[config.mk]
export PLATFORM = sky130hd
export DESIGN_NAME = pwm_sample_fifo
export DESIGN_NICKNAME = d
export VERILOG_FILES = /design/src/rtl/pwm_sfifo_pkg.sv /design/src/rtl/pwm_sfifo_swap.sv /design/src/rtl/pwm_sfifo_store.sv /design/src/rtl/pwm_sfifo_status.sv /design/src/rtl/pwm_sample_fifo.sv
export SDC_FILE = /design/constraint.sdc
export NUM_CORES = 1
export LEC_CHECK = 0
export ABC_AREA = 1
export ABC_CLOCK_PERIOD_IN_PS = 3030
export BUFFER_PORTS_ARGS = -buffer_cell sky130_fd_sc_hd__buf_2
export CORE_ASPECT_RATIO = 1.75
export CORE_MARGIN = 8
export CORE_UTILIZATION = 35
export DETAILED_ROUTE_END_ITERATION = 10
export GPL_TIMING_DRIVEN = 0
export MAX_ROUTING_LAYER = met4
export PLACE_DENSITY = 0.64
export SETUP_SLACK_MARGIN = 0.4
export SLEW_MARGIN = 25
export SYNTH_ARGS = -nofsm -noshare
export SYNTH_HDL_FRONTEND = slang
export SYNTH_SLANG_ARGS = --single-unit
export TNS_END_PERCENT = 100
[constraint.sdc]
create_clock -name clk_i -period 3.03 [get_ports clk_i]
set_input_delay 0.303 -clock clk_i [delete_from_list [all_inputs] [get_ports clk_i]]
set_output_delay 0.303 -clock clk_i [all_outputs]
set_load 0.05 [all_outputs]
[src/rtl/pwm_sfifo_pkg.sv]
package pwm_sfifo_pkg;
  typedef enum logic [1:0] {
    REG_CTRL   = 2'd0,
    REG_IRQEN  = 2'd1,
    REG_STAT   = 2'd2,
    REG_SAMPLE = 2'd3
  } reg_addr_e;

  localparam int unsigned CTRL_HSWAP_BIT = 2;
  localparam int unsigned CTRL_BSWAP_BIT = 3;
  localparam int unsigned IRQ_LOW_BIT    = 0;
  localparam int unsigned IRQ_WERR_BIT   = 1;
endpackage

[src/rtl/pwm_sfifo_swap.sv]
module pwm_sfifo_swap #(
  parameter int unsigned DW = 32,
  parameter int unsigned SW = 16
) (
  input  logic [DW-1:0] data_i,
  input  logic          hswap_i,
  input  logic          bswap_i,
  output logic [SW-1:0] sample_o
);
  localparam int unsigned NB = SW / 8;

  logic [SW-1:0] half;
  logic [SW-1:0] rev;

  assign half = hswap_i ? data_i[DW-1 -: SW] : data_i[SW-1:0];

  for (genvar b = 0; b < NB; b++) begin : g_rev
    assign rev[b*8 +: 8] = half[(NB-1-b)*8 +: 8];
  end

  assign sample_o = bswap_i ? rev : half;
endmodule

[src/rtl/pwm_sfifo_store.sv]
module pwm_sfifo_store #(
  parameter int unsigned DEPTH = 4,
  parameter int unsigned SW    = 16,
  localparam int unsigned CNT_W = $clog2(DEPTH + 1),
  localparam int unsigned PTR_W = $clog2(DEPTH)
) (
  input  logic             clk_i,
  input  logic             rst_ni,
  input  logic             push_i,
  input  logic [SW-1:0]    data_i,
  input  logic             pop_i,
  output logic [SW-1:0]    head_o,
  output logic [CNT_W-1:0] count_o,
  output logic             overflow_o
);
  logic [SW-1:0]    mem_q [DEPTH];
  logic [PTR_W-1:0] wr_ptr_q, rd_ptr_q;
  logic [CNT_W-1:0] count_q;
  logic             full, empty, push_ok, pop_ok;

  assign full       = (count_q == CNT_W'(DEPTH));
  assign empty      = (count_q == '0);
  assign pop_ok     = pop_i & ~empty;
  // a pop in the same cycle frees the slot a full FIFO needs
  assign push_ok    = push_i & (~full | pop_ok);
  assign overflow_o = push_i & ~push_ok;

  always_ff @(posedge clk_i or negedge rst_ni) begin
    if (!rst_ni) begin
      wr_ptr_q <= '0;
      rd_ptr_q <= '0;
      count_q  <= '0;
      for (int i = 0; i < int'(DEPTH); i++) mem_q[i] <= '0;
    end else begin
      if (push_ok) begin
        mem_q[wr_ptr_q] <= data_i;
        wr_ptr_q <= (wr_ptr_q == PTR_W'(DEPTH-1)) ? '0 : wr_ptr_q + 1'b1;
      end
      if (pop_ok)
        rd_ptr_q <= (rd_ptr_q == PTR_W'(DEPTH-1)) ? '0 : rd_ptr_q + 1'b1;
      case ({push_ok, pop_ok})
        2'b10:   count_q <= count_q + 1'b1;
        2'b01:   count_q <= count_q - 1'b1;
        default: count_q <= count_q;
      endcase
    end
  end

  assign head_o  = mem_q[rd_ptr_q];
  assign count_o = count_q;

  p_level_bound_r1: assert property (@(posedge clk_i) disable iff (!rst_ni)
    count_q <= CNT_W'(DEPTH));
  p_drop_full_r5: assert property (@(posedge clk_i) disable iff (!rst_ni)
    (push_i && full && !pop_i) |=> (count_q == CNT_W'(DEPTH)) && $stable(rd_ptr_q) && $stable(wr_ptr_q));
  p_pop_empty_r8: assert property (@(posedge clk_i) disable iff (!rst_ni)
    (pop_i && empty && !push_i) |=> (count_q == '0) && $stable(rd_ptr_q));
  p_collide_full_r9: assert property (@(posedge clk_i) disable iff (!rst_ni)
    (push_i && pop_i && full) |=> count_q == CNT_W'(DEPTH));
endmodule

[src/rtl/pwm_sfifo_status.sv]
module pwm_sfifo_status #(
  parameter int unsigned DEPTH = 4,
  localparam int unsigned CNT_W = $clog2(DEPTH + 1),
  localparam int unsigned WM_W  = $clog2(DEPTH)
) (
  input  logic             clk_i,
  input  logic             rst_ni,
  input  logic [CNT_W-1:0] count_i,
  input  logic [WM_W-1:0]  wm_i,
  input  logic             werr_set_i,
  input  logic             werr_clr_i,
  input  logic [1:0]       irq_en_i,
  output logic             low_o,
  output logic             werr_o,
  output logic             irq_o
);
  logic [CNT_W-1:0] free_slots;
  logic             werr_q;

  assign free_slots = CNT_W'(DEPTH) - count_i;
  assign low_o      = (int'(free_slots) >= int'(wm_i) + 1);

  always_ff @(posedge clk_i or negedge rst_ni) begin
    if (!rst_ni)         werr_q <= 1'b0;
    else if (werr_set_i) werr_q <= 1'b1;
    else if (werr_clr_i) werr_q <= 1'b0;
  end

  assign werr_o = werr_q;
  assign irq_o  = (low_o & irq_en_i[0]) | (werr_q & irq_en_i[1]);

  p_werr_set_r5: assert property (@(posedge clk_i) disable iff (!rst_ni)
    werr_set_i |=> werr_q);
  p_werr_hold_r6: assert property (@(posedge clk_i) disable iff (!rst_ni)
    (werr_q && !werr_clr_i) |=> werr_q);
  p_werr_clear_r6: assert property (@(posedge clk_i) disable iff (!rst_ni)
    (werr_clr_i && !werr_set_i) |=> !werr_q);
endmodule

[src/rtl/pwm_sample_fifo.sv]
module pwm_sample_fifo
  import pwm_sfifo_pkg::*;
#(
  parameter int unsigned DEPTH    = 4,
  parameter int unsigned DW       = 32,
  parameter int unsigned SW       = 16,
  parameter int unsigned WM_RESET = 1
) (
  input  logic          clk_i,
  input  logic          rst_ni,
  input  logic          wr_en_i,
  input  logic [1:0]    wr_addr_i,
  input  logic [DW-1:0] wr_data_i,
  input  logic [1:0]    rd_addr_i,
  output logic [DW-1:0] rd_data_o,
  input  logic          pop_i,
  output logic [SW-1:0] sample_o,
  output logic          sample_valid_o,
  output logic          irq_o
);
  localparam int unsigned CNT_W    = $clog2(DEPTH + 1);
  localparam int unsigned WM_W     = $clog2(DEPTH);
  localparam int unsigned LOW_BIT  = CNT_W;
  localparam int unsigned WERR_BIT = CNT_W + 1;

  logic [WM_W-1:0]  wm_q;
  logic             hswap_q, bswap_q;
  logic [1:0]       irq_en_q;
  logic             push, werr_clr, overflow, low, werr;
  logic [SW-1:0]    in_sample, head;
  logic [CNT_W-1:0] count;

  assign push     = wr_en_i & (wr_addr_i == REG_SAMPLE);
  assign werr_clr = wr_en_i & (wr_addr_i == REG_STAT) & wr_data_i[WERR_BIT];

  always_ff @(posedge clk_i or negedge rst_ni) begin
    if (!rst_ni) begin
      wm_q     <= WM_W'(WM_RESET);
      hswap_q  <= 1'b0;
      bswap_q  <= 1'b0;
      irq_en_q <= '0;
    end else if (wr_en_i) begin
      if (wr_addr_i == REG_CTRL) begin
        wm_q    <= wr_data_i[WM_W-1:0];
        hswap_q <= wr_data_i[CTRL_HSWAP_BIT];
        bswap_q <= wr_data_i[CTRL_BSWAP_BIT];
      end
      if (wr_addr_i == REG_IRQEN) irq_en_q <= wr_data_i[1:0];
    end
  end

  pwm_sfifo_swap #(.DW(DW), .SW(SW)) u_swap (
    .data_i   (wr_data_i),
    .hswap_i  (hswap_q),
    .bswap_i  (bswap_q),
    .sample_o (in_sample)
  );

  pwm_sfifo_store #(.DEPTH(DEPTH), .SW(SW)) u_store (
    .clk_i      (clk_i),
    .rst_ni     (rst_ni),
    .push_i     (push),
    .data_i     (in_sample),
    .pop_i      (pop_i),
    .head_o     (head),
    .count_o    (count),
    .overflow_o (overflow)
  );

  pwm_sfifo_status #(.DEPTH(DEPTH)) u_status (
    .clk_i      (clk_i),
    .rst_ni     (rst_ni),
    .count_i    (count),
    .wm_i       (wm_q),
    .werr_set_i (overflow),
    .werr_clr_i (werr_clr),
    .irq_en_i   (irq_en_q),
    .low_o      (low),
    .werr_o     (werr),
    .irq_o      (irq_o)
  );

  always_comb begin
    rd_data_o = '0;
    unique case (rd_addr_i)
      REG_CTRL: begin
        rd_data_o[WM_W-1:0]      = wm_q;
        rd_data_o[CTRL_HSWAP_BIT] = hswap_q;
        rd_data_o[CTRL_BSWAP_BIT] = bswap_q;
      end
      REG_IRQEN: rd_data_o[1:0] = irq_en_q;
      REG_STAT: begin
        rd_data_o[CNT_W-1:0] = count;
        rd_data_o[LOW_BIT]   = low;
        rd_data_o[WERR_BIT]  = werr;
      end
      default: rd_data_o[SW-1:0] = head;
    endcase
  end

  assign sample_o       = head;
  assign sample_valid_o = (count != '0);

  p_valid_level_r8: assert property (@(posedge clk_i) disable iff (!rst_ni)
    (sample_valid_o && !pop_i && !push) |=> sample_valid_o && $stable(sample_o));
  p_irq_quiet_r7: assert property (@(posedge clk_i) disable iff (!rst_ni)
    (irq_en_q == 2'b00) |-> !irq_o);
endmodule

=== After elaboration in Yosys (flattened, before gate mapping) ===
Cells that the tools add are included.

* Flip-flop bits (word level): 78
* Latch bits: 0
* Memory bits (writable): 0
* Bits in read-only memories: 0
* Input bits: 40
* Output and inout port bits: 50
* Memories: 0

* $add $sub $neg: 6
* Multiply operators: 0
* Divide/modulo/power cells: 0
* Order comparisons: 4
* Equal/unequal tests: 10
* Shift operators: 0
* Multiplexer cells: 17
* Bitwise operators: 15
* Reductions and logical operators: 11

{| class="wikitable"
|+ Operators by type and width
! kind !! count
|-
| $mux 16 || 5
|-
| $bwmux 64 || 1
|-
| $bmux 16 s2 || 1
|-
| $demux 16 s2 || 1
|-
| $ge 4x32->1 || 1
|-
| $eq 2x2->1 const B || 6
|-
| $pmux 2 s3 || 2
|-
| $mux 11 || 1
|-
| $and 1x1->1 || 8
|-
| $eq 2x1->1 const B || 3
|-
| $ge 3x3->1 const B || 2
|-
| $not 2->3 || 2
|-
| $pmux 3 s2 || 1
|-
| $add 2x1->2 const B || 2
|-
| $logic_not 2->1 || 2
|-
| $mux 2 || 2
|-
| $reduce_and 2->1 || 2
|-
| $reduce_bool 2->1 || 2
|-
| $add 2x1->3 const B || 1
|-
| $add 3x1->3 const B || 1
|-
| $eq 3x3->1 const B || 1
|-
| $logic_not 3->1 || 1
|-
| $lt 3x1->1 const B || 1
|-
| $not 1->1 || 3
|-
| 9 further kinds || 11
|}

=== Logic depth before layout (Yosys ltp) ===
* Depth after elaboration: 8
* Gate-level depth with buffers: 13

=== Hierarchy ===
From an unflattened synthesis, not the netlist that was laid out.

* Cells, all modules: 669
* Area total of the unflattened synthesis: 4901.0 um2

{| class="wikitable"
|+ Modules (own cells, without submodules)
! module !! instances !! cells an instance !! area an instance (um2) !! seq. area each (um2)
|-
| pwm_sfifo_store || 1 || 425 || 3537.1 || 1776.7
|-
| pwm_sample_fifo || 1 || 100 || 635.6 || 151.4
|-
| pwm_sfifo_swap || 1 || 120 || 563.0 || 0.0
|-
| pwm_sfifo_status || 1 || 24 || 165.2 || 25.0
|}

=== Least setup slack after synthesis ===
No wires, ideal clock.

* Kind: register to register
* From: reg u_store.count_q[0] (netlist: u_store.count_o[0])
* To: reg u_store.count_q[2] (netlist: u_store.count_o[2])
* Data arrival time: 2.386 ns
* Setup slack: 0.564 ns
* Cell stages (with the launch flop): 14
* Path buffers: 0
* Clock period less this slack: 2.466 ns
* Cell sequence: dfrtp_1 -> inv_1 -> ha_1 -> ha_1 -> inv_2 -> nand2_1 -> nand2_4 -> nand2_1 -> ha_1 -> inv_1 -> fa_1 -> or2_2 -> nand2_1 -> xor2_1

* Longest elaborated chain between the ends: 7
* Elaborated cells on any way between the ends: 13

{| class="wikitable"
|+ RTL lines
! item !! RTL line !! source
|-
| from (decl) || pwm_sfifo_store.sv:18 || <nowiki>logic [CNT_W-1:0] count_q;</nowiki>
|-
| from (signal assigned) || pwm_sfifo_store.sv:42 || <nowiki>2'b10: count_q <= count_q + 1'b1;</nowiki>
|-
| from (signal assigned) || pwm_sfifo_store.sv:43 || <nowiki>2'b01: count_q <= count_q - 1'b1;</nowiki>
|-
| from (signal assigned) || pwm_sfifo_store.sv:44 || <nowiki>default: count_q <= count_q;</nowiki>
|-
| $logic_not 3->1 || pwm_sfifo_store.sv:22 || <nowiki>assign empty = (count_q == '0);</nowiki>
|-
| $not 1->1 || pwm_sfifo_store.sv:23 || <nowiki>assign pop_ok = pop_i & ~empty;</nowiki>
|-
| $and 1x1->1 || pwm_sfifo_store.sv:23 ||
|-
| $or 1x1->1 || pwm_sfifo_store.sv:25 || <nowiki>assign push_ok = push_i & (~full | pop_ok);</nowiki>
|-
| $and 1x1->1 || pwm_sfifo_store.sv:25 ||
|-
| $eq 2x1->1 / $eq 2x2->1 (equally long branches) || pwm_sfifo_store.sv:41 || <nowiki>case ({push_ok, pop_ok})</nowiki>
|-
| $pmux 3 s2 / $reduce_bool 2->1 (equally long branches) || -- ||
|}

Parallel ways exist; a longest one is shown, timed or not.
A chain may end at the register's enable or synchronous reset.

=== Worst setup path after layout ===
* From: reg u_store.count_q[0] (netlist: u_store.count_o[0])
* To: out rd_data_o[3]

* Longest elaborated chain between the ends: 3

{| class="wikitable"
|+ RTL lines
! item !! RTL line !! source
|-
| $sub 3x3->3 || pwm_sfifo_status.sv:20 || <nowiki>assign free_slots = CNT_W'(DEPTH) - count_i;</nowiki>
|-
| $ge 4x32->1 || pwm_sfifo_status.sv:21 || <nowiki>assign low_o = (int'(free_slots) >= int'(wm_i) + 1);</nowiki>
|-
| $pmux 2 s3 || pwm_sample_fifo.sv:85 || <nowiki>unique case (rd_addr_i)</nowiki>
|-
| to (decl) || pwm_sample_fifo.sv:15 || <nowiki>output logic [DW-1:0] rd_data_o,</nowiki>
|}

Every way passes these cells.

==> results.toml <==
[sta]
final_hold_viol_count = 0
period_share_pct = 81.3
tightest_slew_ns = 0.586
fmax_mhz = 406
skew_ns = 0.00622
layout_min_cycle_time_ns = 2.46
setup_viol = 0
rsz0062_at_grt = "false"
setup_ws_ns = 0.568
relSlewSlack_pct = 61.0
maxSlewViolCount = 0
tns_ns = 0

[cts]
clock_path_buffers = 2
cts.reportedPaths.clkPinSlew_ns = 0.06
cts_tree = "yes"
clock_latency_ns = 0.33
cts.sink_count = 78
root_buffer = "clkbuf_16"
cts_max_level = 3
cts_buffers = 9

[power_and_ir_drop]
pwr-share-clk_pct = 18.7
p_int_mw = 3.17
p_seq_share_pct = 28.2
power_switching_mw = 3.09
power_density_nw_per_um2 = 1100
p_comb_share_pct = 53.1
vdd_drop_max_mv = 0.740
power.leakage_nw = 3.23
switching_share_pct = 49.3

[grt]
grt_max_degree = 48
first_global_vias = 4207
overflow = 0
grt_pass1_wl_um = 22200
antenna_found_initial = 0
track_usage_pct = 17.1

[finish]
instances_no_fill = 939
multiInputGateArea_um2 = 2270
diodes = 0
area_delta_synth_final_pct = 22.5
regArea_um2 = 1950
final_area_um2 = 5670
nFillCells = 1426
layout-drive-gt1-share_pct = 19.5
nets = 817

[drt]
first_pass_iters = 5
route.met2.wl_um = 7560
vias = 4348
drt_wl_total_um = 14100
routed_via_density = 4.63
wl_met3_um = 630
met1_length_um = 5490
antenna_left = 0
remaining_drc_errors = 0
dr.first_iter.drc_count = 190
wire_per_inst_um = 15.0
top_layer_used = "met4"

[critical_path]
end_kind = "output pin"
critPathMaxFanout = 4
r2r_setup_slack_ns = 0.63
rr_worst_depth = 12
crit_start = "u_store.count_o[0]"
cp-endpoint = "rd_data_o[3]"
crit_required_ns = 2.73
start_kind = "flip-flop"
regToRegStartpoint = "u_store.count_o[0]"
rr_endpoint = "u_store.count_o[2]"
arrival_ns = 2.16
crit_type = "flip-flop to output pin"

[floorplan]
std_cell_rows = 55
dieArea_um2 = 17300
ioPinCount = 90
die_w_um = 103
die_h_um = 168
start_util_pct = 35.8
coreArea_um2 = 12900

[synth]
synth_top_family_by_area = "simple AND/OR/NAND/NOR gates"
ys_types = 29
ys_seq_area_share_pct = 42.2
syn_avg_cell_area_um2 = 7.02
synth-simple-area-share_pct = 40.5
synthAdderAreaFrac_pct = 3.95
synth_xor_area_share_pct = 0.378
synth_mux_area_share_pct = 0
syn_inst = 659
netlist_area_um2 = 4630
ys_warn_count = 0
synth-seq-cells = 78
synth-compound-area-share_pct = 2.54

[placed_design]
gp_congestion = 0.850
dpl.hpwl_um = 10900
detailedPlace.worstSlack_ns = 0.400
dpl_cell_area_um2 = 5290
place_inst = 919
io_buffers = 73

[hold_path]
hp-class = "input pin to flip-flop"

[run_status]
status = "finished clean"

[job]
maxCapViolations = 0
-- power groups by stage --
stage	Combinational, mW	Clock [mW]	Sequential [mW]
after floorplan	2.50	0	1.70
after global placement	3.24	0	1.76
after detailed placement	3.28	0	1.77
after CTS	3.30	1.18	1.76
after global routing	3.67	1.22	1.82
final	3.32	1.17	1.76
-- stage by stage --
stage	power, mW	hold WS [ns]	util, %
after floorplan	4.20	0.00741	-
after global placement	5.01	0.454	40.7
after detailed placement	5.05	0.283	40.9
after CTS	6.23	0.250	43.5
after global routing	6.71	0.251	43.8
final	6.26	0.242	43.8
-- cell type report --
class / count / area share, %
Multi-Input combinational cell: 503 / 40.0
Sequential cell: 78 / 34.4
Timing Repair Buffer: 78 / 7.59
Buffer: 41 / 4.65
Clock buffer: 9 / 3.97
Inverter: 52 / 3.79
Tap cell: 171 / 3.77
Clock inverter: 7 / 1.74
-- cell usage in the layout (no fill, tap or decap), drive strengths merged --
cell type	Yosys	layout
buf	36	113
and2	5	5
conb	1	16
dlygate4sd3	0	1
fa	1	1
dfrtp	77	77
xnor2	1	1
o31ai	1	1
clkinvlp	0	4
dfstp	1	1
nand2	353	353
or2	8	8
clkinv	5	6
nand3	67	67
bufinv	0	2
o21ai	17	17
nor2	15	15
xor2	1	1
ha	13	13
a21oi	5	5
clkbuf	5	14
inv	47	47
-- worst min path at each step --
stage | start | to | slack (ns) | cells after the start
after global placement | u_store.count_o[0] | u_store.count_o[0] | 0.45 | 1
after floorplan | rst_ni | bswap_q | 0.007 | 0
after detailed placement | rst_ni | u_store.mem_q[33] | 0.28 | 1
after global routing | wr_data_i[3] | bswap_q | 0.25 | 3
final | wr_data_i[0] | wm_q[0] | 0.24 | 3
after CTS | wr_data_i[3] | bswap_q | 0.25 | 3
-- critical path: stages, from the launching register on --
cell,delay (ns)
dfrtp_1,0.36
inv_2,0.08
ha_1,0.22
ha_1,0.27
inv_1,0.10
ha_4,0.22
a21oi_2,0.11
nand3_1,0.12
nand2_1,0.09
nand3_1,0.07
buf_4,0.19
-- cell families after synthesis --
family          Yosys count
fa+ha+maj                14
flops                    78
simple gates            448
compound gates           23
other cells               1
xor+xnor                  2
buf+inv                  93
-- state kept, by name, summed over array words and instances (netlist names) --
signal,cells
hswap_q,1
u_store.rd_ptr_q,2
u_store.wr_ptr_q,2
u_status.werr_o,1
bswap_q,1
u_store.mem_q,64
u_store.count_o,3
irq_en_q,2
wm_q,2
-- cell usage after synthesis, drive strengths merged --
master    n  area share [%]
inv      47             3.8
fa        1            0.43
nor2     15             1.6
a21oi     5            0.54
conb      1           0.081
clkinv    5            0.84
dfrtp    77              42
o21ai    17             1.8
o31ai     1            0.16
xor2      1            0.19
nand2   353              29
xnor2     1            0.19
or2       8             1.1
clkbuf    5            0.41
dfstp     1            0.57
ha       13             3.5
and2      5            0.68
nand3    67             8.3
buf      36             5.3
-- per-layer routing --
layer	up-vias	track usage (%)
met4	0	7.35
met5	-	-
met2	122	30.0
met1	2004	18.4
li1	2203	-
met3	19	2.52
-- timing repair --
item                                   CTS  global route
pin swaps                                0             2
setup buffers                            0             3
resized for setup                        1             6
endpoints found under the hold margin   31             0
setup endpoints to repair                1             3
hold buffers                             1             0
Note: power is estimated with default switching activity, not from simulation.
